<file path="src/rtl/i2s_port_pkg.sv">
`timescale 1ns/1ps
package i2s_port_pkg;
  localparam int FLAG_W = 5;
  localparam int FL_RX_ST = 0;
  localparam int FL_TX_ST = 1;
  localparam int FL_RX_MO = 2;
  localparam int FL_TX_MO = 3;
  localparam int FL_ERR   = 4;

  localparam logic [FLAG_W-1:0] STEREO_SET = 5'b10011;
  localparam logic [FLAG_W-1:0] MONO_SET   = 5'b11100;

  typedef enum logic [2:0] {
    A_CTRL  = 3'd0,
    A_MASK  = 3'd1,
    A_FLAGS = 3'd2,
    A_RX_L  = 3'd3,
    A_RX_R  = 3'd4,
    A_TX_L  = 3'd5,
    A_TX_R  = 3'd6
  } reg_addr_e;
endpackage

</file>
<file path="src/rtl/i2s_line_sync.sv">
`timescale 1ns/1ps
module i2s_line_sync #(
  parameter int STAGES = 2
) (
  input  logic clk,
  input  logic rst_n,
  input  logic sck_in,
  input  logic ws_in,
  input  logic sd_in,
  output logic bit_rise,
  output logic bit_fall,
  output logic frame_start,
  output logic half_start,
  output logic sd_bit
);
  localparam int LINES = 3;

  logic [LINES-1:0] chain [STAGES];
  logic             sck_prev;
  logic             ws_prev;
  logic             sck_s, ws_s;

  always_ff @(posedge clk or negedge rst_n) begin
    if (!rst_n) chain[0] <= '0;
    else        chain[0] <= {sck_in, ws_in, sd_in};
  end

  for (genvar i = 1; i < STAGES; i++) begin : g_stage
    always_ff @(posedge clk or negedge rst_n) begin
      if (!rst_n) chain[i] <= '0;
      else        chain[i] <= chain[i-1];
    end
  end

  assign sck_s  = chain[STAGES-1][2];
  assign ws_s   = chain[STAGES-1][1];
  assign sd_bit = chain[STAGES-1][0];

  always_ff @(posedge clk or negedge rst_n) begin
    if (!rst_n) begin
      sck_prev <= 1'b0;
      ws_prev  <= 1'b1;
    end else begin
      sck_prev <= sck_s;
      if (bit_rise) ws_prev <= ws_s;
    end
  end

  assign bit_rise    = sck_s & ~sck_prev;
  assign bit_fall    = ~sck_s & sck_prev;
  assign frame_start = bit_rise & ~ws_s & ws_prev;
  assign half_start  = bit_rise & ws_s & ~ws_prev;
endmodule

</file>
<file path="src/rtl/i2s_rx_path.sv">
`timescale 1ns/1ps
module i2s_rx_path #(
  parameter int WORD_W = 16
) (
  input  logic              clk,
  input  logic              rst_n,
  input  logic              bit_rise,
  input  logic              sd_bit,
  input  logic              frame_start,
  input  logic              half_start,
  input  logic              mono,
  output logic              land,
  output logic [WORD_W-1:0] buf_l,
  output logic [WORD_W-1:0] buf_r
);
  logic [WORD_W-1:0] shreg;
  logic [WORD_W-1:0] hold_l;
  logic [WORD_W-1:0] word;

  assign word = {shreg[WORD_W-2:0], sd_bit};

  always_ff @(posedge clk or negedge rst_n) begin
    if (!rst_n) begin
      shreg  <= '0;
      hold_l <= '0;
      buf_l  <= '0;
      buf_r  <= '0;
      land   <= 1'b0;
    end else begin
      if (bit_rise) shreg <= word;
      if (half_start) begin
        if (mono) buf_l  <= word;
        else      hold_l <= word;
      end
      if (frame_start && !mono) begin
        buf_l <= hold_l;
        buf_r <= word;
      end
      land <= (half_start & mono) | (frame_start & ~mono);
    end
  end
endmodule

</file>
<file path="src/rtl/i2s_tx_path.sv">
`timescale 1ns/1ps
module i2s_tx_path #(
  parameter int WORD_W = 16
) (
  input  logic              clk,
  input  logic              rst_n,
  input  logic              bit_fall,
  input  logic              frame_start,
  input  logic              half_start,
  input  logic              mono,
  input  logic              take_new,
  input  logic [WORD_W-1:0] data_l,
  input  logic [WORD_W-1:0] data_r,
  output logic              sd_out
);
  logic [WORD_W-1:0] buf_l, buf_r, shreg;

  always_ff @(posedge clk or negedge rst_n) begin
    if (!rst_n) begin
      buf_l  <= '0;
      buf_r  <= '0;
      shreg  <= '0;
      sd_out <= 1'b0;
    end else begin
      if (frame_start) begin
        if (take_new) begin
          buf_l <= data_l;
          buf_r <= data_r;
        end
        shreg <= take_new ? data_l : buf_l;
      end else if (half_start) begin
        shreg <= mono ? buf_l : buf_r;
      end else if (bit_fall) begin
        sd_out <= shreg[WORD_W-1];
        shreg  <= {shreg[WORD_W-2:0], 1'b0};
      end
    end
  end
endmodule

</file>
<file path="src/rtl/i2s_slave_port.sv">
`timescale 1ns/1ps
module i2s_slave_port
  import i2s_port_pkg::*;
#(
  parameter int WORD_W      = 16,
  parameter int SYNC_STAGES = 2
) (
  input  logic              clk,
  input  logic              rst_n,
  input  logic              sck_in,
  input  logic              ws_in,
  input  logic              sd_in,
  output logic              sd_out,
  input  logic [2:0]        reg_addr,
  input  logic              reg_wr,
  input  logic [WORD_W-1:0] reg_wdata,
  input  logic              reg_rd,
  output logic [WORD_W-1:0] reg_rdata,
  output logic              irq
);
  localparam int PAD_W = WORD_W - FLAG_W;

  logic bit_rise, bit_fall, frame_start, half_start, sd_bit;
  logic rx_land;
  logic [WORD_W-1:0] rx_buf_l, rx_buf_r;

  logic              mono_q;
  logic [FLAG_W-1:0] mask_q, flags_q, mask_eff, set_v;
  logic [WORD_W-1:0] rx_l_q, rx_r_q, tx_l_q, tx_r_q;
  logic              rx_pend_q, tx_need_q;
  logic              rd_flags, rx_clr, tx_clr, overrun, underrun;

  i2s_line_sync #(.STAGES(SYNC_STAGES)) u_sync (
    .clk(clk), .rst_n(rst_n), .sck_in(sck_in), .ws_in(ws_in), .sd_in(sd_in),
    .bit_rise(bit_rise), .bit_fall(bit_fall), .frame_start(frame_start),
    .half_start(half_start), .sd_bit(sd_bit)
  );

  i2s_rx_path #(.WORD_W(WORD_W)) u_rx (
    .clk(clk), .rst_n(rst_n), .bit_rise(bit_rise), .sd_bit(sd_bit),
    .frame_start(frame_start), .half_start(half_start), .mono(mono_q),
    .land(rx_land), .buf_l(rx_buf_l), .buf_r(rx_buf_r)
  );

  i2s_tx_path #(.WORD_W(WORD_W)) u_tx (
    .clk(clk), .rst_n(rst_n), .bit_fall(bit_fall), .frame_start(frame_start),
    .half_start(half_start), .mono(mono_q), .take_new(~tx_need_q),
    .data_l(tx_l_q), .data_r(tx_r_q), .sd_out(sd_out)
  );

  assign rd_flags = reg_rd && (reg_addr == A_FLAGS);
  assign rx_clr   = reg_rd && (reg_addr == (mono_q ? A_RX_L : A_RX_R));
  assign tx_clr   = reg_wr && (reg_addr == (mono_q ? A_TX_L : A_TX_R));
  assign mask_eff = mask_q & (mono_q ? MONO_SET : STEREO_SET);
  assign overrun  = rx_land & rx_pend_q & ~rx_clr;
  assign underrun = frame_start & tx_need_q;

  always_comb begin
    set_v           = '0;
    set_v[FL_RX_ST] = rx_land & ~mono_q;
    set_v[FL_RX_MO] = rx_land & mono_q;
    set_v[FL_TX_ST] = frame_start & ~mono_q;
    set_v[FL_TX_MO] = frame_start & mono_q;
    set_v[FL_ERR]   = overrun | underrun;
    set_v           = set_v & mask_eff;
  end

  always_ff @(posedge clk or negedge rst_n) begin
    if (!rst_n) begin
      mono_q    <= 1'b0;
      mask_q    <= '0;
      flags_q   <= '0;
      rx_l_q    <= '0;
      rx_r_q    <= '0;
      tx_l_q    <= '0;
      tx_r_q    <= '0;
      rx_pend_q <= 1'b0;
      tx_need_q <= 1'b0;
    end else begin
      flags_q <= (rd_flags ? '0 : flags_q) | set_v;
      if (rx_land) begin
        rx_l_q    <= rx_buf_l;
        rx_r_q    <= rx_buf_r;
        rx_pend_q <= 1'b1;
      end else if (rx_clr) begin
        rx_pend_q <= 1'b0;
      end
      if (frame_start)  tx_need_q <= 1'b1;
      else if (tx_clr)  tx_need_q <= 1'b0;
      if (reg_wr) begin
        case (reg_addr)
          A_CTRL: mono_q <= reg_wdata[0];
          A_MASK: mask_q <= reg_wdata[FLAG_W-1:0];
          A_TX_L: tx_l_q <= reg_wdata;
          A_TX_R: tx_r_q <= reg_wdata;
          default: ;
        endcase
      end
    end
  end

  always_comb begin
    case (reg_addr)
      A_CTRL:  reg_rdata = {{(WORD_W-1){1'b0}}, mono_q};
      A_MASK:  reg_rdata = {{PAD_W{1'b0}}, mask_q};
      A_FLAGS: reg_rdata = {{PAD_W{1'b0}}, flags_q};
      A_RX_L:  reg_rdata = rx_l_q;
      A_RX_R:  reg_rdata = rx_r_q;
      A_TX_L:  reg_rdata = tx_l_q;
      A_TX_R:  reg_rdata = tx_r_q;
      default: reg_rdata = '0;
    endcase
  end

  assign irq = |(flags_q & mask_eff);
endmodule

</file>
<file path="config.mk">
export PLATFORM = sky130hd
export DESIGN_NAME = i2s_slave_port
export DESIGN_NICKNAME = d
export VERILOG_FILES = /design/src/rtl/i2s_port_pkg.sv /design/src/rtl/i2s_line_sync.sv /design/src/rtl/i2s_rx_path.sv /design/src/rtl/i2s_tx_path.sv /design/src/rtl/i2s_slave_port.sv
export SDC_FILE = /design/constraint.sdc
export NUM_CORES = 1
export LEC_CHECK = 0
export BUFFER_PORTS_ARGS = -buffer_cell sky130_fd_sc_hd__buf_2
export CAP_MARGIN = 20
export CORE_MARGIN = 3
export CORE_UTILIZATION = 50
export DETAILED_ROUTE_END_ITERATION = 12
export HOLD_SLACK_MARGIN = 0.15
export PLACE_DENSITY = 0.68
export SETUP_SLACK_MARGIN = 0.05
export SLEW_MARGIN = 20
export SYNTH_ARGS = -nofsm -noshare
export SYNTH_HDL_FRONTEND = slang
export SYNTH_SLANG_ARGS = --single-unit
</file>
<file path="constraint.sdc">
create_clock -name clk -period 2 [get_ports clk]
set_input_delay 0.1 -clock clk [delete_from_list [all_inputs] [get_ports clk]]
set_output_delay 0.1 -clock clk [all_outputs]
set_load 0.05 [all_outputs]
</file>
==> results.md <==
* Run status: finished clean
* Routability cong. at a little over 0.8
* Via count at 5361
* GRT Resource Usage Total at between 10% and 20%
* Seq/Total Area, Yosys at 54.7%
* Worst R2R Setup Slack at 0.23 ns
* Setup violators final at 0
* CP delay by family, top: multiplexers
* CTS tree: done
* # rows at 48
* Area leader, netlist: dfrtp_1
* Clock skew at 0.00673 ns
* Asr flop ratio synth at 100%
* Period utilization at approximately nine tenths
* CP max stage delay at roughly 0.47 ns
* CP max stage cell: mux4_2
* Syn Inst Count at between 600 and 700
* Max Root-Sink Buffers at 2
* Most used DFF post-synth: dfrtp_1
* Grt total ovfl at 0
* CP max FO at 6
* Tmin final at ~1.8 ns
* Share of cells above drive strength 1 at 36.0%
* Power per Cell Area at 1250 mW/mm^2
* Post-synth EDFFs at 0
* Top cell type's share of synthesized area at between 50% and 60%
* Mapped Avg Cell Area at 13.3 um^2
* CTS Buf Count at 17
* Setup TNS Final at 0 ns
* Largest cells by area after synthesis: dfrtp_1 54%, mux2_2 14%, mux2_4 8.6%
* Synth top cells by count: 197 x dfrtp_1, 114 x mux2_2, 52 x mux2_4, 50 x nand2_1, 47 x mux2i_1
* Initial antenna violation count at 0
* Largest net degree at the start of global routing at 65
* Port-buffer cells at 43
* H-tree depth at 4
* Fin. max-slew vios at 0
* Metal2 WL at just under 9 mm
* DP Wirelength at roughly 13 mm
* Nets at roughly 760
* Leak pwr at around 0.0047 uW
* Hold Vio Cnt, Final at 0
* Die W at approximately 140 um
* Reg2reg start: u_sync.ws_prev
* Seq cells post-synth at just under 200
* Worst-margin pin slew at around 0.53 ns
* Rel. slew slack at 64.5%
* Peak supply drop at a little over 0.7 mV
* R2R cell count at 4
* First-pass GRT wire length at 30.0 mm
* Max Fclk at 0.546 GHz
* Startpoint types: flip-flop
* Clock latency on the worst-skew pair at 0.43 ns
* Placed Instances at a little over 900
* WS Path Type: reg -> out
* Vias per cell at roughly 5.5
* Area grow syn2layout at 14.2%
* Cell area after synthesis at 0.00906 mm^2
* # DRC at 0
* Max-cap violations at 0
* Sequential Power Share at approximately half
* Combinational Power Share at about a quarter
* Clock transition at the registers of the reported paths at 0.06 ns
* Vias in the first global route at approximately 5700
* Int Pwr at roughly 9200 uW
* Net Switching at 3790 uW
* Setup crit end kind: output pin
* Sw Share at between 20% and 30%
* Die area at 0.0198 mm^2
* Reg2reg end: u_rx.buf_r[0]
* Most common cell in the netlist: dfrtp_1
* Post-CTS setup buffers at 0
* Routed wl met3 at approximately 500 um
* Met1 WL at around 8.5 mm
* Clock power frac at between 20% and 30%
* Clock Sinks at about 200
* Mapped Nets at 705
* Ports at 44
* Worst path bufs/invs at 1
* Iter 0 DRT Violations at 287
* Post-Layout Cell Count at 974
* Initial Util at roughly half
* Core ar. at 0.0175 mm^2
* Synth cell types at 40
* Critical Path AT at roughly 1.7 ns
* Worst path cell trace: mux4_2 > nor2_1 > a21oi_1 > buf_2
* WL per Instance at 18.4 um
* Ys Warns at 0
* RSZ-0062 raised after global routing: false
* Remaining antenna violation count at 0
* First-pass DRT Iterations at 4
* WP data required at about 1.9 ns
* Clock root cell: clkbuf_16
* Die Ht at 141 um
* Uppermost layer routed: met4
* Hold Crit Class: in -> async
* Diodes inserted at 0
* Routed WL at 17.9 mm
## placed cells by master, fill, tap and decap left out, types with 4 or more instances in the layout
| cell | count |
|---|---|
| buf_4 | 17 |
| o21ai_0 | 11 |
| dfrtp_1 | 197 |
| nand2_1 | 50 |
| a211o_1 | 15 |
| mux2_4 | 52 |
| mux2_2 | 114 |
| o21ai_1 | 21 |
| buf_2 | 41 |
| dlygate4sd3_1 | 22 |
| a21oi_1 | 6 |
| clkbuf_16 | 17 |
| a22oi_1 | 4 |
| nor2_1 | 35 |
| nor2b_1 | 6 |
| a22o_1 | 15 |
| nand3_1 | 4 |
| mux2i_1 | 47 |
| a31oi_1 | 15 |
| buf_12 | 8 |
| nand2b_1 | 6 |
## worst register-to-register path, cell delays in order (launching register included)
cell	delay, ns
dfstp_2	0.56
and4bb_1	0.28
and2_4	0.18
buf_12	0.24
mux2_2	0.39
## metrics by stage
step / power [uW] / instance area (um^2) / hold WS (ns) / utilization [%] / setup WS (ns)
final: 12900 / 10300 / 0.217 / 59.0 / 0.168
after global routing: 13600 / 10300 / 0.252 / 59.0 / 0.0669
after CTS: 13000 / 10300 / 0.225 / 58.9 / 0.0515
after detailed placement: 9680 / 9540 / 0.133 / 54.4 / 0.238
after global placement: 9490 / 9540 / 0.131 / 54.4 / 0.293
after floorplan: 8730 / 9060 / -0.196 / - / 0.193
## logic make-up after synthesis
family / synth area share, %
muxes: 28.4
xor gates and xnor gates: 0.0967
buffers and inverters: 3.44
AOI/OAI and AO/OA: 7.51
and+or+nand+nor: 5.87
DFF: 54.7
## sequential cells by signal, indices dropped and copies added (netlist names)
name / flops
rx_l_q: 16
rx_r_q: 16
tx_l_q: 16
tx_r_q: 16
u_rx.buf_l: 16
u_rx.buf_r: 16
u_rx.hold_l: 16
u_tx.buf_l: 16
u_tx.buf_r: 16
u_tx.shreg: 16
u_rx.shreg: 15
flags_q: 5
mask_q: 5
u_sync.chain: 5
mono_q: 1
rx_pend_q: 1
tx_need_q: 1
u_rx.land: 1
u_sync.sck_prev: 1
u_sync.sd_bit: 1
u_sync.ws_prev: 1
u_tx.sd_out: 1
## final cells by class
class / instances / area, um^2
Tap cell: 225 / 282
Sequential cell: 198 / 4960
Clock buffer: 22 / 464
Timing Repair Buffer: 90 / 734
Fill cell: 1385 / 7190
Clock inverter: 8 / 101
Multi-Input combinational cell: 428 / 3800
Inverter: 3 / 11.3
## power by group through the flow
stage | combinational, uW | sequential [uW] | clock [uW]
3_3_place_gp | 3090 | 6400 | 0
4_1_cts | 3250 | 6420 | 3360
6_report | 3220 | 6430 | 3290
5_1_grt | 3520 | 6620 | 3500
2_1_floorplan | 2650 | 6080 | 0
3_5_place_dp | 3190 | 6490 | 0
## routing by layer
| metal | global-route usage, % | vias up |
|---|---|---|
| met5 | 0 | - |
| met2 | 30.7 | 62 |
| li1 | - | 2556 |
| met1 | 26.6 | 2729 |
| met3 | 3.63 | 14 |
| met4 | 5.00 | 0 |
## how the worst max path moves through the flow
stage	from	endpoint	slack, ns	cells after the start
floorplan	reg_addr[0]	reg_rdata[0]	0.19	6
global placement	u_sync.ws_prev	u_rx.buf_r[1]	0.29	4
detailed placement	u_sync.sck_prev	u_tx.shreg[15]	0.24	5
CTS	mono_q	irq	0.05	6
global route	mono_q	irq	0.07	6
finish	mono_q	reg_rdata[0]	0.17	4
## repair_timing
| item | 4_1_cts | 5_1_grt |
|---|---|---|
| cloned | 0 | 0 |
| endpoints found under the hold margin | 227 | 0 |
| gates resized for setup | 1 | 3 |
| setup endpoints to repair | 1 | 1 |
| hold buffers | 22 | 0 |
Note: power is estimated with default switching activity, not from simulation.
